--- config.mk ---
export PLATFORM = sky130hd
export DESIGN_NAME = bta_gen
export DESIGN_NICKNAME = d
export VERILOG_FILES = /design/src/rtl/bta_pkg.sv /design/src/rtl/bta_disp.sv /design/src/rtl/bta_cond.sv /design/src/rtl/bta_target.sv /design/src/rtl/bta_gen.sv
export SDC_FILE = /design/constraint.sdc
export NUM_CORES = 1
export LEC_CHECK = 0
export BUFFER_PORTS_ARGS = -buffer_cell sky130_fd_sc_hd__buf_2
export CELL_PAD_IN_SITES_DETAIL_PLACEMENT = 1
export CELL_PAD_IN_SITES_GLOBAL_PLACEMENT = 2
export CORE_MARGIN = 5
export CORE_UTILIZATION = 31
export CTS_CLUSTER_DIAMETER = 80
export DETAILED_ROUTE_END_ITERATION = 8
export PLACE_DENSITY = 0.93
export SLEW_MARGIN = 20
export SYNTH_ARGS = -nofsm -noshare
export SYNTH_HDL_FRONTEND = slang
export SYNTH_SLANG_ARGS = --single-unit
--- constraint.sdc ---
create_clock -name clk -period 11.3 [get_ports clk]
set_clock_uncertainty 0.15 [all_clocks]
set_input_delay 1.13 -clock clk [delete_from_list [all_inputs] [get_ports clk]]
set_output_delay 1.13 -clock clk [all_outputs]
set_load 0.01 [all_outputs]
--- src/rtl/bta_pkg.sv ---
package bta_pkg;
  typedef enum logic [1:0] {
    FORM_IMM       = 2'b00,
    FORM_IMM_COND  = 2'b01,
    FORM_VIA_LINK  = 2'b10,
    FORM_VIA_COUNT = 2'b11
  } bta_form_e;

  localparam int unsigned INSN_BYTES = 4;
endpackage

--- src/rtl/bta_disp.sv ---
module bta_disp
  import bta_pkg::*;
#(
  parameter int unsigned AW   = 32,
  parameter int unsigned LI_W = 24,
  parameter int unsigned BD_W = 14
) (
  input  bta_form_e         form,
  input  logic [LI_W-1:0]   li,
  input  logic [BD_W-1:0]   bd,
  output logic [AW-1:0]     disp
);
  localparam int unsigned LI_PAD = AW - LI_W - 2;
  localparam int unsigned BD_PAD = AW - BD_W - 2;

  logic [AW-1:0] li_ext;
  logic [AW-1:0] bd_ext;

  assign li_ext = {{LI_PAD{li[LI_W-1]}}, li, 2'b00};
  assign bd_ext = {{BD_PAD{bd[BD_W-1]}}, bd, 2'b00};

  always_comb begin
    if (form == FORM_IMM) disp = li_ext;
    else                  disp = bd_ext;
  end
endmodule

--- src/rtl/bta_cond.sv ---
module bta_cond
  import bta_pkg::*;
#(
  parameter int unsigned AW = 32
) (
  input  logic          clk,
  input  logic          rst_n,
  input  bta_form_e     form,
  input  logic          dec,
  input  logic          zero_sense,
  input  logic          use_cc,
  input  logic          cc_met,
  input  logic [AW-1:0] ctr,
  output logic          taken,
  output logic          ctr_we,
  output logic [AW-1:0] ctr_new
);
  logic dec_allowed;
  logic ctr_hit;
  logic ctr_ok;
  logic cc_ok;

  assign dec_allowed = dec && (form == FORM_IMM_COND || form == FORM_VIA_LINK);
  assign ctr_new     = ctr - AW'(1);
  assign ctr_hit     = (ctr_new == '0);
  assign ctr_ok      = !dec_allowed || (ctr_hit == zero_sense);
  assign cc_ok       = !use_cc || cc_met;
  assign ctr_we      = dec_allowed;

  always_comb begin
    if (form == FORM_IMM) taken = 1'b1;
    else                  taken = ctr_ok && cc_ok;
  end

  AST_UNCOND_ALWAYS: assert property (@(posedge clk) disable iff (!rst_n)
    (form == FORM_IMM) |-> (taken && !ctr_we));

  AST_COUNT_NO_DEC: assert property (@(posedge clk) disable iff (!rst_n)
    (form == FORM_VIA_COUNT) |-> !ctr_we);
endmodule

--- src/rtl/bta_target.sv ---
module bta_target
  import bta_pkg::*;
#(
  parameter int unsigned AW = 32
) (
  input  bta_form_e     form,
  input  logic          abs_mode,
  input  logic          taken,
  input  logic [AW-1:0] cia,
  input  logic [AW-1:0] disp,
  input  logic [AW-1:0] lr,
  input  logic [AW-1:0] ctr,
  output logic [AW-1:0] next_addr,
  output logic [AW-1:0] seq_addr
);
  localparam logic [AW-1:0] ALIGN_MASK = ~AW'(INSN_BYTES - 1);

  logic [AW-1:0] raw_target;
  logic [AW-1:0] imm_base;

  assign imm_base = abs_mode ? '0 : cia;
  assign seq_addr = (cia + AW'(INSN_BYTES)) & ALIGN_MASK;

  always_comb begin
    unique case (form)
      FORM_IMM, FORM_IMM_COND: raw_target = imm_base + disp;
      FORM_VIA_LINK:           raw_target = lr;
      default:                 raw_target = ctr;
    endcase
  end

  assign next_addr = taken ? (raw_target & ALIGN_MASK) : seq_addr;
endmodule

--- src/rtl/bta_gen.sv ---
module bta_gen
  import bta_pkg::*;
#(
  parameter int unsigned AW   = 32,
  parameter int unsigned LI_W = 24,
  parameter int unsigned BD_W = 14
) (
  input  logic            clk,
  input  logic            rst_n,
  input  logic            req_valid,
  output logic            req_ready,
  input  logic [AW-1:0]   req_cia,
  input  logic [1:0]      br_form,
  input  logic            br_abs,
  input  logic            br_link,
  input  logic            br_dec,
  input  logic            br_zero,
  input  logic            br_use_cc,
  input  logic [LI_W-1:0] br_li,
  input  logic [BD_W-1:0] br_bd,
  input  logic            cc_met,
  input  logic [AW-1:0]   req_lr,
  input  logic [AW-1:0]   req_ctr,
  output logic            res_valid,
  input  logic            res_ready,
  output logic [AW-1:0]   res_next,
  output logic            res_taken,
  output logic            res_lr_we,
  output logic [AW-1:0]   res_lr_val,
  output logic            res_ctr_we,
  output logic [AW-1:0]   res_ctr_val
);
  bta_form_e     form;
  logic [AW-1:0] disp;
  logic          taken_c;
  logic          ctr_we_c;
  logic [AW-1:0] ctr_new_c;
  logic [AW-1:0] next_c;
  logic [AW-1:0] seq_c;
  logic          accept;

  assign form = bta_form_e'(br_form);

  bta_disp #(.AW(AW), .LI_W(LI_W), .BD_W(BD_W)) u_disp (
    .form (form),
    .li   (br_li),
    .bd   (br_bd),
    .disp (disp)
  );

  bta_cond #(.AW(AW)) u_cond (
    .clk        (clk),
    .rst_n      (rst_n),
    .form       (form),
    .dec        (br_dec),
    .zero_sense (br_zero),
    .use_cc     (br_use_cc),
    .cc_met     (cc_met),
    .ctr        (req_ctr),
    .taken      (taken_c),
    .ctr_we     (ctr_we_c),
    .ctr_new    (ctr_new_c)
  );

  bta_target #(.AW(AW)) u_target (
    .form      (form),
    .abs_mode  (br_abs),
    .taken     (taken_c),
    .cia       (req_cia),
    .disp      (disp),
    .lr        (req_lr),
    .ctr       (req_ctr),
    .next_addr (next_c),
    .seq_addr  (seq_c)
  );

  assign req_ready = !res_valid || res_ready;
  assign accept    = req_valid && req_ready;

  always_ff @(posedge clk) begin
    if (!rst_n) begin
      res_valid   <= 1'b0;
      res_next    <= '0;
      res_taken   <= 1'b0;
      res_lr_we   <= 1'b0;
      res_lr_val  <= '0;
      res_ctr_we  <= 1'b0;
      res_ctr_val <= '0;
    end else begin
      if (accept) begin
        res_valid   <= 1'b1;
        res_next    <= next_c;
        res_taken   <= taken_c;
        res_lr_we   <= br_link;
        res_lr_val  <= seq_c;
        res_ctr_we  <= ctr_we_c;
        res_ctr_val <= ctr_new_c;
      end else if (res_ready) begin
        res_valid   <= 1'b0;
      end
    end
  end

  AST_WORD_ALIGNED: assert property (@(posedge clk) disable iff (!rst_n)
    res_valid |-> (res_next[1:0] == 2'b00 && res_lr_val[1:0] == 2'b00));

  AST_STALL_HOLD: assert property (@(posedge clk) disable iff (!rst_n)
    (res_valid && !res_ready) |=> (res_valid && $stable(res_next) && $stable(res_taken)
                                   && $stable(res_ctr_val)));

  AST_FALLTHRU_SEQ: assert property (@(posedge clk) disable iff (!rst_n)
    (res_valid && !res_taken) |-> (res_next == res_lr_val));
endmodule

==> results of run 1 <==
==> cell type report <==
cell class / count / area, um^2 / area share, %
Sequential cell: 96 / 1922 / 20.98
Tap cell: 324 / 405.4 / 4.426
Clock inverter: 4 / 30.03 / 0.3279
Antenna cell: 1 / 2.502 / 0.02732
Multi-Input combinational cell: 800 / 5221 / 57.01
Timing Repair Buffer: 246 / 1251 / 13.66
Inverter: 25 / 93.84 / 1.025
Clock buffer: 11 / 232.7 / 2.541
==> path summary, 6_finish.rpt <==
kind	end	from	cells after the start	slack, ns
setup / recovery	res_next[2]	req_ctr[1]	13	5.92
hold / removal	res_taken	res_taken	2	0.31
setup reg to reg	res_ctr_val[24]	res_valid	6	8.75
hold reg to reg	res_taken	res_taken	2	0.31
==> Yosys cell counts (all sizes together), types with 8 or more instances <==
cell    instances  area [um^2]
a211oi         17        127.6
a21o            8        60.06
a21oi          58        290.3
a221oi         11        102.6
a31oi          11        68.82
and3           15        93.84
buf            17        100.1
clkbuf         55        206.5
dfxtp          96         1922
ha             36        450.4
inv            25        93.84
mux2           14        157.7
nand2         111        416.7
nand2b         15        93.84
nand3          35        175.2
nand4          12        81.33
nor2           89        334.1
nor2b          30        187.7
nor3           27        140.1
nor3b           9        67.56
nor4           14        115.1
o211a          28        280.3
o211ai          9        67.56
o21ai          71        355.3
or3            12        75.07
xnor2          41        359.1
xor2           30        262.8
==> stage by stage <==
stage	cell area [um^2]	util, %	total power [W]	setup WS [ns]	hold slack (ns)
detailed placement	8894	36.89	0.0007333	5.552	0.3061
CTS	9156	37.98	0.001017	5.911	0.3160
global route	9159	37.99	0.001069	5.620	0.3334
finish	9159	37.99	0.001015	5.917	0.3121
global placement	8894	36.89	0.0007265	5.627	0.2808
floorplan	7541	-	0.0005936	6.347	0.3305
==> worst min-delay path: cells and delay by family, from the launching register on <==
kind | cells | cell delay, ns
DFF | 1 | 0.31
AOI/OAI and AO/OA | 1 | 0.06
and+or+nand+nor | 1 | 0.04
==> layer usage <==
metal,global-route usage [%],part of all wire [%],vias up
li1,-,-,3964
met1,29.85,45,4004
met2,35.96,46,245
met3,4.332,6.2,44
met4,5.165,2.4,8
met5,0,0.17,-
==> logic make-up (layout without fill, tap and decap cells) <==
| family | Yosys count | count (layout) |
|---|---|---|
| other | 1 | 5 |
| flip-flops | 96 | 96 |
| AND/OR/NAND/NOR | 394 | 394 |
| XOR/XNOR | 71 | 71 |
| adder cells (fa/ha/maj) | 37 | 37 |
| AO/OA/AOI/OAI | 278 | 278 |
| multiplexers | 16 | 16 |
| buffers and inverters | 97 | 286 |
==> flip-flops by register name, summed over array words and instances, names as in the netlist <==
name / count
res_ctr_val: 32
res_ctr_we: 1
res_taken: 1
res_next: 30
res_valid: 1
res_lr_val: 30
res_lr_we: 1
==> power breakdown <==
| group | internal [W] | switching, W |
|---|---|---|
| clock network | 0.000149 | 0.000138 |
| registers | 0.000367 | 0.0000153 |
| logic | 0.000131 | 0.000214 |
==> summary.md, run 1 <==
| Metric | Value |
|---|---|
| Vias | `8265` |
| Syn Inst Count | `990` |
| Clk_lat worst skew | `about 0.34 ns` |
| Cell family contributing the most delay on the critical path | `simple AND/OR/NAND/NOR gates` |
| H-tree depth | `3` |
| Arr. time, crit path | `approximately 5.5 ns` |
| Leak | `about 4.2 nW` |
| Final Non-Filler Cells | `between 1500 and 2000` |
| Fillers | `3076` |
| Critical path buffer and inverter count | `3` |
| Most frequent cells in the layout | `buf_2, nand2_1, dfxtp_1` |
| Pwr per Cell Area | `between 100 and 150 mW/mm^2` |
| ANT nets after route | `0` |
| Main synth FF type | `dfxtp_1` |
| RePlAce Congestion | `~0.87` |
| Core Region | `roughly 0.024 mm^2` |
| Post-Synth Simple-Gate Area | `about a quarter` |
| Fraction of registers with async set/reset | `0%` |
| DRT iter0 DRCs | `~520` |
| Compound-cell area share of the yosys netlist | `25.84%` |
| Kind of end point of the critical path | `flip-flop` |
| Clock transition at path regs | `0.07 ns` |
| Main combinational cell family by area after synthesis | `simple AND/OR/NAND/NOR gates` |
| Slowest stage delay, CP | `approximately 0.67 ns` |
| Final WL | `between 30 and 40 mm` |
| Worst Hold Class | `reg -> reg` |
| Number of synthesized flops with an enable pin | `0` |
| Sequential share of the synthesized area | `between 20% and 30%` |
| Peak supply drop | `about 0.000070 V` |
| FF+latch count, synth | `96` |
| Critical Path Source Type | `primary input` |
| Ports | `between 200 and 250` |
| Post-Syn Area | `between 0.007 and 0.008 mm^2` |
| Drt pass-1 iters | `5` |
| Xor and xnor area share after synthesis | `8.259%` |
| Critical-path cell list | `buf_2, inv_1, ha_1, nor4b_1, nand3_1, o21ai_0, or4b_2, nor4_4, a2111oi_2, or3_1, buf_4, a2111oi_0, nor3_1` |
| Post-synthesis mux area share | `between 2 and 2.5%` |
| CTS tree | `built` |
| Most common cell after layout, fill and taps aside | `buf_2` |
| Synth Area per Inst | `roughly 7.6 um^2` |
| WP data required | `around 11 ns` |
| Crit Path Category | `in -> reg` |
| Cell variety after synth | `approximately 80` |
| Overflow after GRT | `0` |
| Die area | `approximately 0.028 mm^2` |
| Crit path max-delay cell type | `or4b_2` |
| Slew of the pin with the lowest slew margin | `a little over 1 ns` |
| RSZ-0062 raised after global routing | `no` |
| Post-DP HPWL | `between 20 and 30 mm` |
| DRC violations left | `0` |
| Fmax | `around 190 MHz` |
| TNS Setup | `0 ns` |
| Clock root cell | `clkbuf_16` |
| CTS Hold Bufs | `0` |
| Initial core utilization | `a little under a third` |
| Tmin final | `approximately 5.4 ns` |
| Vias per inst | `5.484` |
| Setup Fix Bufs, Post-CTS | `0` |
| Initial antenna violation count | `5` |
| Total GRT Usage | `21.93%` |
| Die span in y | `~170 um` |
| PostCTS Resize Cnt | `0` |
| Cells after DPL | `approximately 1500` |
| Max-slew violations | `0` |
| I/O Buffers | `around 240` |
| Final period util | `between 40% and 50%` |
| CTS Buf Count | `9` |
| Hold Fails Final Rpt | `0` |
| Final setup viols | `0` |
| Rel. slew slack | `around 32%` |
| Routed length per instance | `21.08 um` |
| Clock Path Buffers | `2` |
| Share of layout cells above drive strength 1 | `about 25%` |
| Largest net degree at the start of global routing | `between 70 and 80` |
| Synth Area in Adders | `under 10%` |
| Status | `finished clean` |
| Area grow syn2layout | `21.64%` |
| Critical path fanouts, max | `34` |
| Clock sink total | `96` |
| Yosys warns | `0` |
| Final #Nets | `1361` |
| Row Count | `57` |
| First-pass GRT wire length | `between 40 and 50 mm` |
| Die Width | `around 170 um` |
| Vias in the first global route | `a little over 8000` |
| MaxCap Viol Count | `0` |
Power figures use the tool's default switching activity.
==> inputs of run 2 (changes only) <==
--- a/config.mk
+++ b/config.mk
@@ -5,14 +5,15 @@
 export SDC_FILE = /design/constraint.sdc
 export NUM_CORES = 1
 export LEC_CHECK = 0
+export ABC_AREA = 1
 export BUFFER_PORTS_ARGS = -buffer_cell sky130_fd_sc_hd__buf_2
 export CELL_PAD_IN_SITES_DETAIL_PLACEMENT = 1
 export CELL_PAD_IN_SITES_GLOBAL_PLACEMENT = 2
 export CORE_MARGIN = 5
-export CORE_UTILIZATION = 31
+export CORE_UTILIZATION = 24
 export CTS_CLUSTER_DIAMETER = 80
 export DETAILED_ROUTE_END_ITERATION = 8
-export PLACE_DENSITY = 0.93
+export PLACE_DENSITY = 0.83
 export SLEW_MARGIN = 20
 export SYNTH_ARGS = -nofsm -noshare
 export SYNTH_HDL_FRONTEND = slang
==> constraint.sdc (replaced) <==
create_clock -name clk -period 4.4 [get_ports clk]
set_clock_uncertainty 0.15 [all_clocks]
set_input_delay 0.44 -clock clk [delete_from_list [all_inputs] [get_ports clk]]
set_output_delay 0.44 -clock clk [all_outputs]
set_load 0.01 [all_outputs]
==> summary.md, run 2 <==
| Metric | Value |
|---|---|
| Vias | `10350 (+25%)` |
| CTS tree | `built` |
| Main synth FF type | `dfxtp_1` |
| Die Width | `198.4 um (+20%)` |
| Tmin final | `3.775 ns` |
| Area leader, netlist | `dfxtp_1` |
| MaxCap Viol Count | `0 (unchanged)` |
| FF+latch count, synth | `96 (unchanged)` |
| Most frequent CP cell | `nand2_1` |
| Final WL | `41.54 mm (+31%)` |
| Vias per inst | `4.794 (-13%)` |
| CTS Buf Count | `9 (unchanged)` |
| Setup Fix Bufs, Post-CTS | `0 (unchanged)` |
| WP data required | `4.57 ns (-6.80 ns)` |
| Routed length per instance | `19.25 um (-8.7%)` |
| Dominant cells by area after synthesis | `dfxtp_1, nand2_1, nor2_1` |
| Yosys warns | `0 (unchanged)` |
| Crit Path Category | `in -> reg` |
| Post-DP HPWL | `34.99 mm (+36%)` |
| Final core utilization | `29.58% (-8.4 points)` |
| Peak supply drop | `0.0001819 V (+160%)` |
| Sequential share of the synthesized area | `22.57% (-3.0 points)` |
| Critical path fanouts, max | `14 (-59%)` |
| Overflow after GRT | `0 (unchanged)` |
| Clock Power Share | `29.9% (+1.6 points)` |
| Internal power | `0.001672 W (+160%)` |
| Area grow syn2layout | `22.64%` |
| Die span in y | `198.4 um (+20%)` |
| Status | `finished clean` |
| Hold_ws | `0.1453 ns (-0.1668 ns)` |
| Combinational power share | `35.1% (+1.1 points)` |
| DRC violations left | `0 (unchanged)` |
| Final #Nets | `1873 (+38%)` |
| Syn Inst Count | `1487 (+50%)` |
| P_sw | `0.001124 W (+210%)` |
| TNS Setup | `0 ns (unchanged)` |
| Most frequent cell after synthesis | `nand2_1` |
| Synth Area per Inst | `5.728 um^2 (-25%)` |
| Pwr per Cell Area | `267.7 mW/mm^2 (+140%)` |
| Initial antenna violation count | `9 (+4)` |
| First-pass GRT wire length | `61.70 mm (+28%)` |
| Most frequent cells in the layout | `nand2_1, nor2_1, buf_2` |
| Clock Path Buffers | `2 (unchanged)` |
| Slowest stage delay, CP | `0.35 ns (-0.32 ns)` |
| Kind of end point of the critical path | `flip-flop` |
| Fraction of registers with async set/reset | `0% (unchanged)` |
| I/O Buffers | `238 (unchanged)` |
| Final setup viols | `0 (unchanged)` |
| Core Region | `0.03531 mm^2 (+46%)` |
| Final setup margin | `0.6252 ns (-5.292 ns)` |
| Initial core utilization | `24.12% (-7.1 points)` |
| Clock root cell | `clkbuf_16` |
| Top post-synthesis cells by count | `nand2_1, nor2_1, inv_1` |
| Total GRT Usage | `20.48% (-1.5 points)` |
| Pre-CTS setup slack | `0.2685 ns (-5.283 ns)` |
| Most common cell after layout, fill and taps aside | `nand2_1` |
| Clk_lat worst skew | `0.37 ns (+0.03 ns)` |
| Slew of the pin with the lowest slew margin | `0.8183 ns (-0.1888 ns)` |
| Clock transition at path regs | `0.08 ns (about the same)` |
| Number of synthesized flops with an enable pin | `0 (unchanged)` |
| Biggest register | `res_ctr_val` |
| RePlAce Congestion | `0.9154 (+4.7%)` |
| Sw frac | `40.21% (+4.0 points)` |
| Die area | `0.03935 mm^2 (+43%)` |
| Critical Path Source Type | `primary input` |
| Drt pass-1 iters | `5 (unchanged)` |
| Share of layout cells above drive strength 1 | `17.94% (-6.9 points)` |
| Reg power frac | `35.1% (-2.6 points)` |
| Hold Fails Final Rpt | `0 (unchanged)` |
| Worst Hold Class | `in -> reg` |
| Crit path max-delay cell type | `fa_1` |
| PostCTS Resize Cnt | `0 (unchanged)` |
| Row Count | `69 (+21%)` |
| Leak | `5.662 nW (+35%)` |
| Clock sink total | `96 (unchanged)` |
| Largest net degree at the start of global routing | `77 (-2.5%)` |
| Fmax | `roughly 260 MHz` |
| DRT iter0 DRCs | `426 (-19%)` |
| Max-slew violations | `0 (unchanged)` |
| Post-Syn Area | `0.008517 mm^2 (+13%)` |
| Ports | `247 (unchanged)` |
| Top-area cell type share of the netlist area | `22.57% (-3.0 points)` |
| Regs by FF count | `res_ctr_val (32), res_lr_val (30), res_next (30)` |
| Vias in the first global route | `10600 (+29%)` |
| Cell variety after synth | `41 (-47%)` |
| ANT nets after route | `0 (unchanged)` |
| Rel. slew slack | `44.87% (+13 points)` |
| Arr. time, crit path | `3.95 ns (-1.50 ns)` |
| Final period util | `a little under nine tenths` |
| CTS Hold Bufs | `0 (unchanged)` |
| RSZ-0062 raised after global routing | `no` |
| Max reg flops | `32 (unchanged)` |
| H-tree depth | `3 (unchanged)` |
-- run 2: worst paths after layout --
check / to / depth (start not counted) / slack [ns] / from
worst min-delay path: res_ctr_val[0] / 2 / 0.15 / req_ctr[0]
worst max register to register: res_ctr_val[12] / 8 / 2.31 / res_valid
worst max-delay path: res_next[16] / 27 / 0.63 / br_form[0]
worst min register to register: res_next[10] / 2 / 0.32 / res_next[10]
-- run 2: power by group through the flow --
stage	Clock, W	Combinational, W	Sequential (W)
final	0.000835	0.000980	0.000980
after global routing	0.000893	0.00109	0.000989
after CTS	0.000863	0.000990	0.000982
after detailed placement	0	0.000985	0.00100
after global placement	0	0.000971	0.00100
after floorplan	0	0.000540	0.00103
-- run 2: through the flow --
stage	instance area, um^2	total power [W]	instances
2_1_floorplan	8528	0.001570	1490
3_3_place_gp	10130	0.001972	2140
3_5_place_dp	10130	0.001987	2140
4_1_cts	10440	0.002835	2156
5_1_grt	10440	0.002975	2156
6_report	10450	0.002796	2158
-- run 2: critical path: cells and delay by family --
kind                       cells  cell delay [ns]
AOI/OAI and AO/OA              2             0.44
and+or+nand+nor               15             1.45
buffers and inverters          7             0.84
adders and majority gates      3             0.79
-- run 2: cells by family after synthesis --
logic type / count (synthesis) / share of synthesized area, %
simple gates: 803 / 40.63
buf+inv: 268 / 12.27
compound gates: 256 / 16.29
flops: 96 / 22.56
fa+ha+maj: 37 / 5.524
xor+xnor: 26 / 2.674
other cells: 1 / 0.04403
-- run 2: cell type report --
| type | instances | area (um^2) |
|---|---|---|
| Antenna cell | 2 | 5.005 |
| Clock buffer | 9 | 225.2 |
| Clock inverter | 7 | 83.83 |
| Fill cell | 4734 | 24870 |
| Inverter | 205 | 772.0 |
| Multi-Input combinational cell | 1126 | 5564 |
| Sequential cell | 96 | 1922 |
| Tap cell | 461 | 576.8 |
| Timing Repair Buffer | 252 | 1296 |
-- run 2: per-layer routing --
metal / global-route usage, % / part of all wire [%]
met2: 34.53 / 46
met4: 6.656 / 3.2
met1: 25.92 / 44
met3: 4.743 / 6.2
met5: 0 / 0.22
==> inputs of run 3 (changes only) <==
--- a/config.mk
+++ b/config.mk
@@ -13,6 +13,7 @@
 export CORE_UTILIZATION = 24
 export CTS_CLUSTER_DIAMETER = 80
 export DETAILED_ROUTE_END_ITERATION = 8
+export GPL_TIMING_DRIVEN = 0
 export PLACE_DENSITY = 0.83
 export SLEW_MARGIN = 20
 export SYNTH_ARGS = -nofsm -noshare
==> constraint.sdc (replaced) <==
create_clock -name clk -period 4.4 [get_ports clk]
set_clock_uncertainty 0.15 [all_clocks]
set_input_delay 0.44 -clock clk [delete_from_list [all_inputs] [get_ports clk]]
set_output_delay 0.44 -clock clk [all_outputs]
set_load 0.005 [all_outputs]
==> summary.md, run 3 (same netlist as run 2, synthesis figures left out) <==
| Metric | Value |
|---|---|
| Status | `finished clean` |
| Regs by FF count | `res_ctr_val (32), res_lr_val (30), res_next (30)` |
| Vias per inst | `4.862 (+1.4%)` |
| Initial core utilization | `24.12% (unchanged)` |
| Final #Nets | `1924 (+2.7%)` |
| MaxCap Viol Count | `0 (unchanged)` |
| Kind of end point of the critical path | `flip-flop` |
| CTS Buf Count | `9 (unchanged)` |
| Most common cell after layout, fill and taps aside | `nand2_1` |
| Largest net degree at the start of global routing | `20 (-74%)` |
| Tmin final | `4.002 ns (+0.2275 ns)` |
| Total GRT Usage | `22.05% (+1.6 points)` |
| Die span in y | `198.4 um (unchanged)` |
| Core Region | `0.03531 mm^2 (unchanged)` |
| Hold_ws | `0.1679 ns (+0.02259 ns)` |
| Pre-CTS setup slack | `-1.164 ns (-1.433 ns)` |
| Vias | `10750 (+3.9%)` |
| Fmax | `249.9 MHz (-5.7%)` |
| ANT nets after route | `0 (unchanged)` |
| Ports | `247 (unchanged)` |
| Arr. time, crit path | `4.14 ns (+0.19 ns)` |
| Area grow syn2layout | `25.25%` |
| RSZ-0062 raised after global routing | `no` |
| CTS Hold Bufs | `0 (unchanged)` |
| Hold Fails Final Rpt | `0 (unchanged)` |
| Clock root cell | `clkbuf_16` |
| Max-slew violations | `0 (unchanged)` |
| Worst Hold Class | `in -> reg` |
| Max reg flops | `32 (unchanged)` |
| First-pass GRT wire length | `65.69 mm (+6.5%)` |
| Slew of the pin with the lowest slew margin | `0.7963 ns (-0.02203 ns)` |
| Die area | `0.03935 mm^2 (unchanged)` |
| CTS tree | `built` |
| DRC violations left | `0 (unchanged)` |
| Row Count | `69 (unchanged)` |
| Final core utilization | `30.21% (+0.63 points)` |
| H-tree depth | `3 (unchanged)` |
| WP data required | `4.54 ns (-0.03 ns)` |
| Peak supply drop | `0.0001799 V (-1.1%)` |
| RePlAce Congestion | `0.9043 (-1.2%)` |
| Crit Path Category | `in -> reg` |
| Final WL | `44.46 mm (+7.0%)` |
| Final setup viols | `0 (unchanged)` |
| Initial antenna violation count | `7 (-2)` |
| Routed length per instance | `20.12 um (+4.5%)` |
| Share of layout cells above drive strength 1 | `17.75% (-0.18 points)` |
| Final Non-Filler Cells | `2210 (+2.4%)` |
| Fillers | `4760 (+0.55%)` |
| Clock Path Buffers | `2 (unchanged)` |
| Pwr per Cell Area | `260.7 mW/mm^2 (-2.6%)` |
| Leak | `5.729 nW (+1.2%)` |
| Overflow after GRT | `0 (unchanged)` |
| Post-DP HPWL | `38.85 mm (+11%)` |
| Clock sink total | `96 (unchanged)` |
| Critical Path Source Type | `primary input` |
| Critical path fanouts, max | `10 (-4)` |
| Rel. slew slack | `46.92% (+2.0 points)` |
| Biggest register | `res_ctr_val` |
| Final period util | `90.96% (+5.2 points)` |
| DRT iter0 DRCs | `585 (+37%)` |
| I/O Buffers | `237 (-0.42%)` |
| Vias in the first global route | `11070 (+4.4%)` |
| Cells after DPL | `2188 (+2.2%)` |
| Clk_lat worst skew | `0.36 ns (about the same)` |
| Die Width | `198.4 um (unchanged)` |
| Final setup margin | `0.3977 ns (-0.2275 ns)` |
| Clock transition at path regs | `0.07 ns (about the same)` |
| Drt pass-1 iters | `5 (unchanged)` |
| TNS Setup | `0 ns (unchanged)` |
| Most frequent cells in the layout | `nand2_1, nor2_1, buf_2` |
[run 3: worst max-delay path, stage by stage]
cell and delay (ns):
buf_2 0.11, inv_1 0.06, ha_2 0.25, inv_2 0.14, clkbuf_4 0.27, buf_6 0.20
nand2_1 0.06, nand2_1 0.06, ha_1 0.16, inv_1 0.05, fa_1 0.35, inv_1 0.09
nand2_1 0.06, nand2_1 0.07, nand2_1 0.07, nand2_1 0.15, a21boi_0 0.16, inv_1 0.14
nand2_1 0.06, nand2_1 0.16, nand2_1 0.10, nor2_1 0.13, nor3_1 0.05, nand3b_1 0.20
a21oi_4 0.24, nand3_1 0.11, a21oi_1 0.16
[run 3: per-layer routing]
| metal | share of wire (%) | GRT usage (%) |
|---|---|---|
| met1 | 45 | 28.91 |
| met4 | 2.6 | 5.458 |
| met3 | 5.9 | 4.031 |
| met2 | 47 | 37.59 |
| met5 | 0.094 | 0 |
[run 3: final timing paths]
path | from | end | slack (ns) | cells past startpoint
setup / recovery | br_form[0] | res_next[20] | 0.40 | 27
hold / removal | req_ctr[0] | res_ctr_val[0] | 0.17 | 2
setup reg to reg | res_valid | res_lr_val[20] | 1.93 | 8
hold reg to reg | res_next[9] | res_next[9] | 0.33 | 2
[run 3: repair_timing]
item                                    CTS  global route
pin swaps                                 0             1
endpoints found under the setup margin   21            16
setup buffers                             0             4
gates resized for setup                  12             3
hold endpoints to repair                  0             0
[run 3: per-stage QoR]
stage / power (W) / instance area, um^2
6_report: 0.002781 / 10670
5_1_grt: 0.002959 / 10670
4_1_cts: 0.002799 / 10630
3_5_place_dp: 0.001995 / 10290
3_3_place_gp: 0.001980 / 10290
2_1_floorplan: 0.001542 / 8528
[run 3: final cells by class]
cell class,instances,area [um^2],share of cell area [%]
antenna,3,7.507,0.07037
clock inverter,7,71.32,0.6685
inverter,205,769.5,7.213
buffer,62,282.8,2.651
tap,461,576.8,5.407
sequential,96,1922,18.02
multi-input combinational,1126,5597,52.46
clock buffer,9,225.2,2.111
timing repair buffer,241,1216,11.40
[run 3: report_power, final]
part / internal (W) / switching, W / leakage [nW] / total, W
clock: 0.000401 / 0.000393 / 0.146 / 0.000794
combinational: 0.000337 / 0.000664 / 4.79 / 0.00100
sequential: 0.000942 / 0.0000446 / 0.795 / 0.000986
total: 0.00168 / 0.00110 / 5.73 / 0.00278
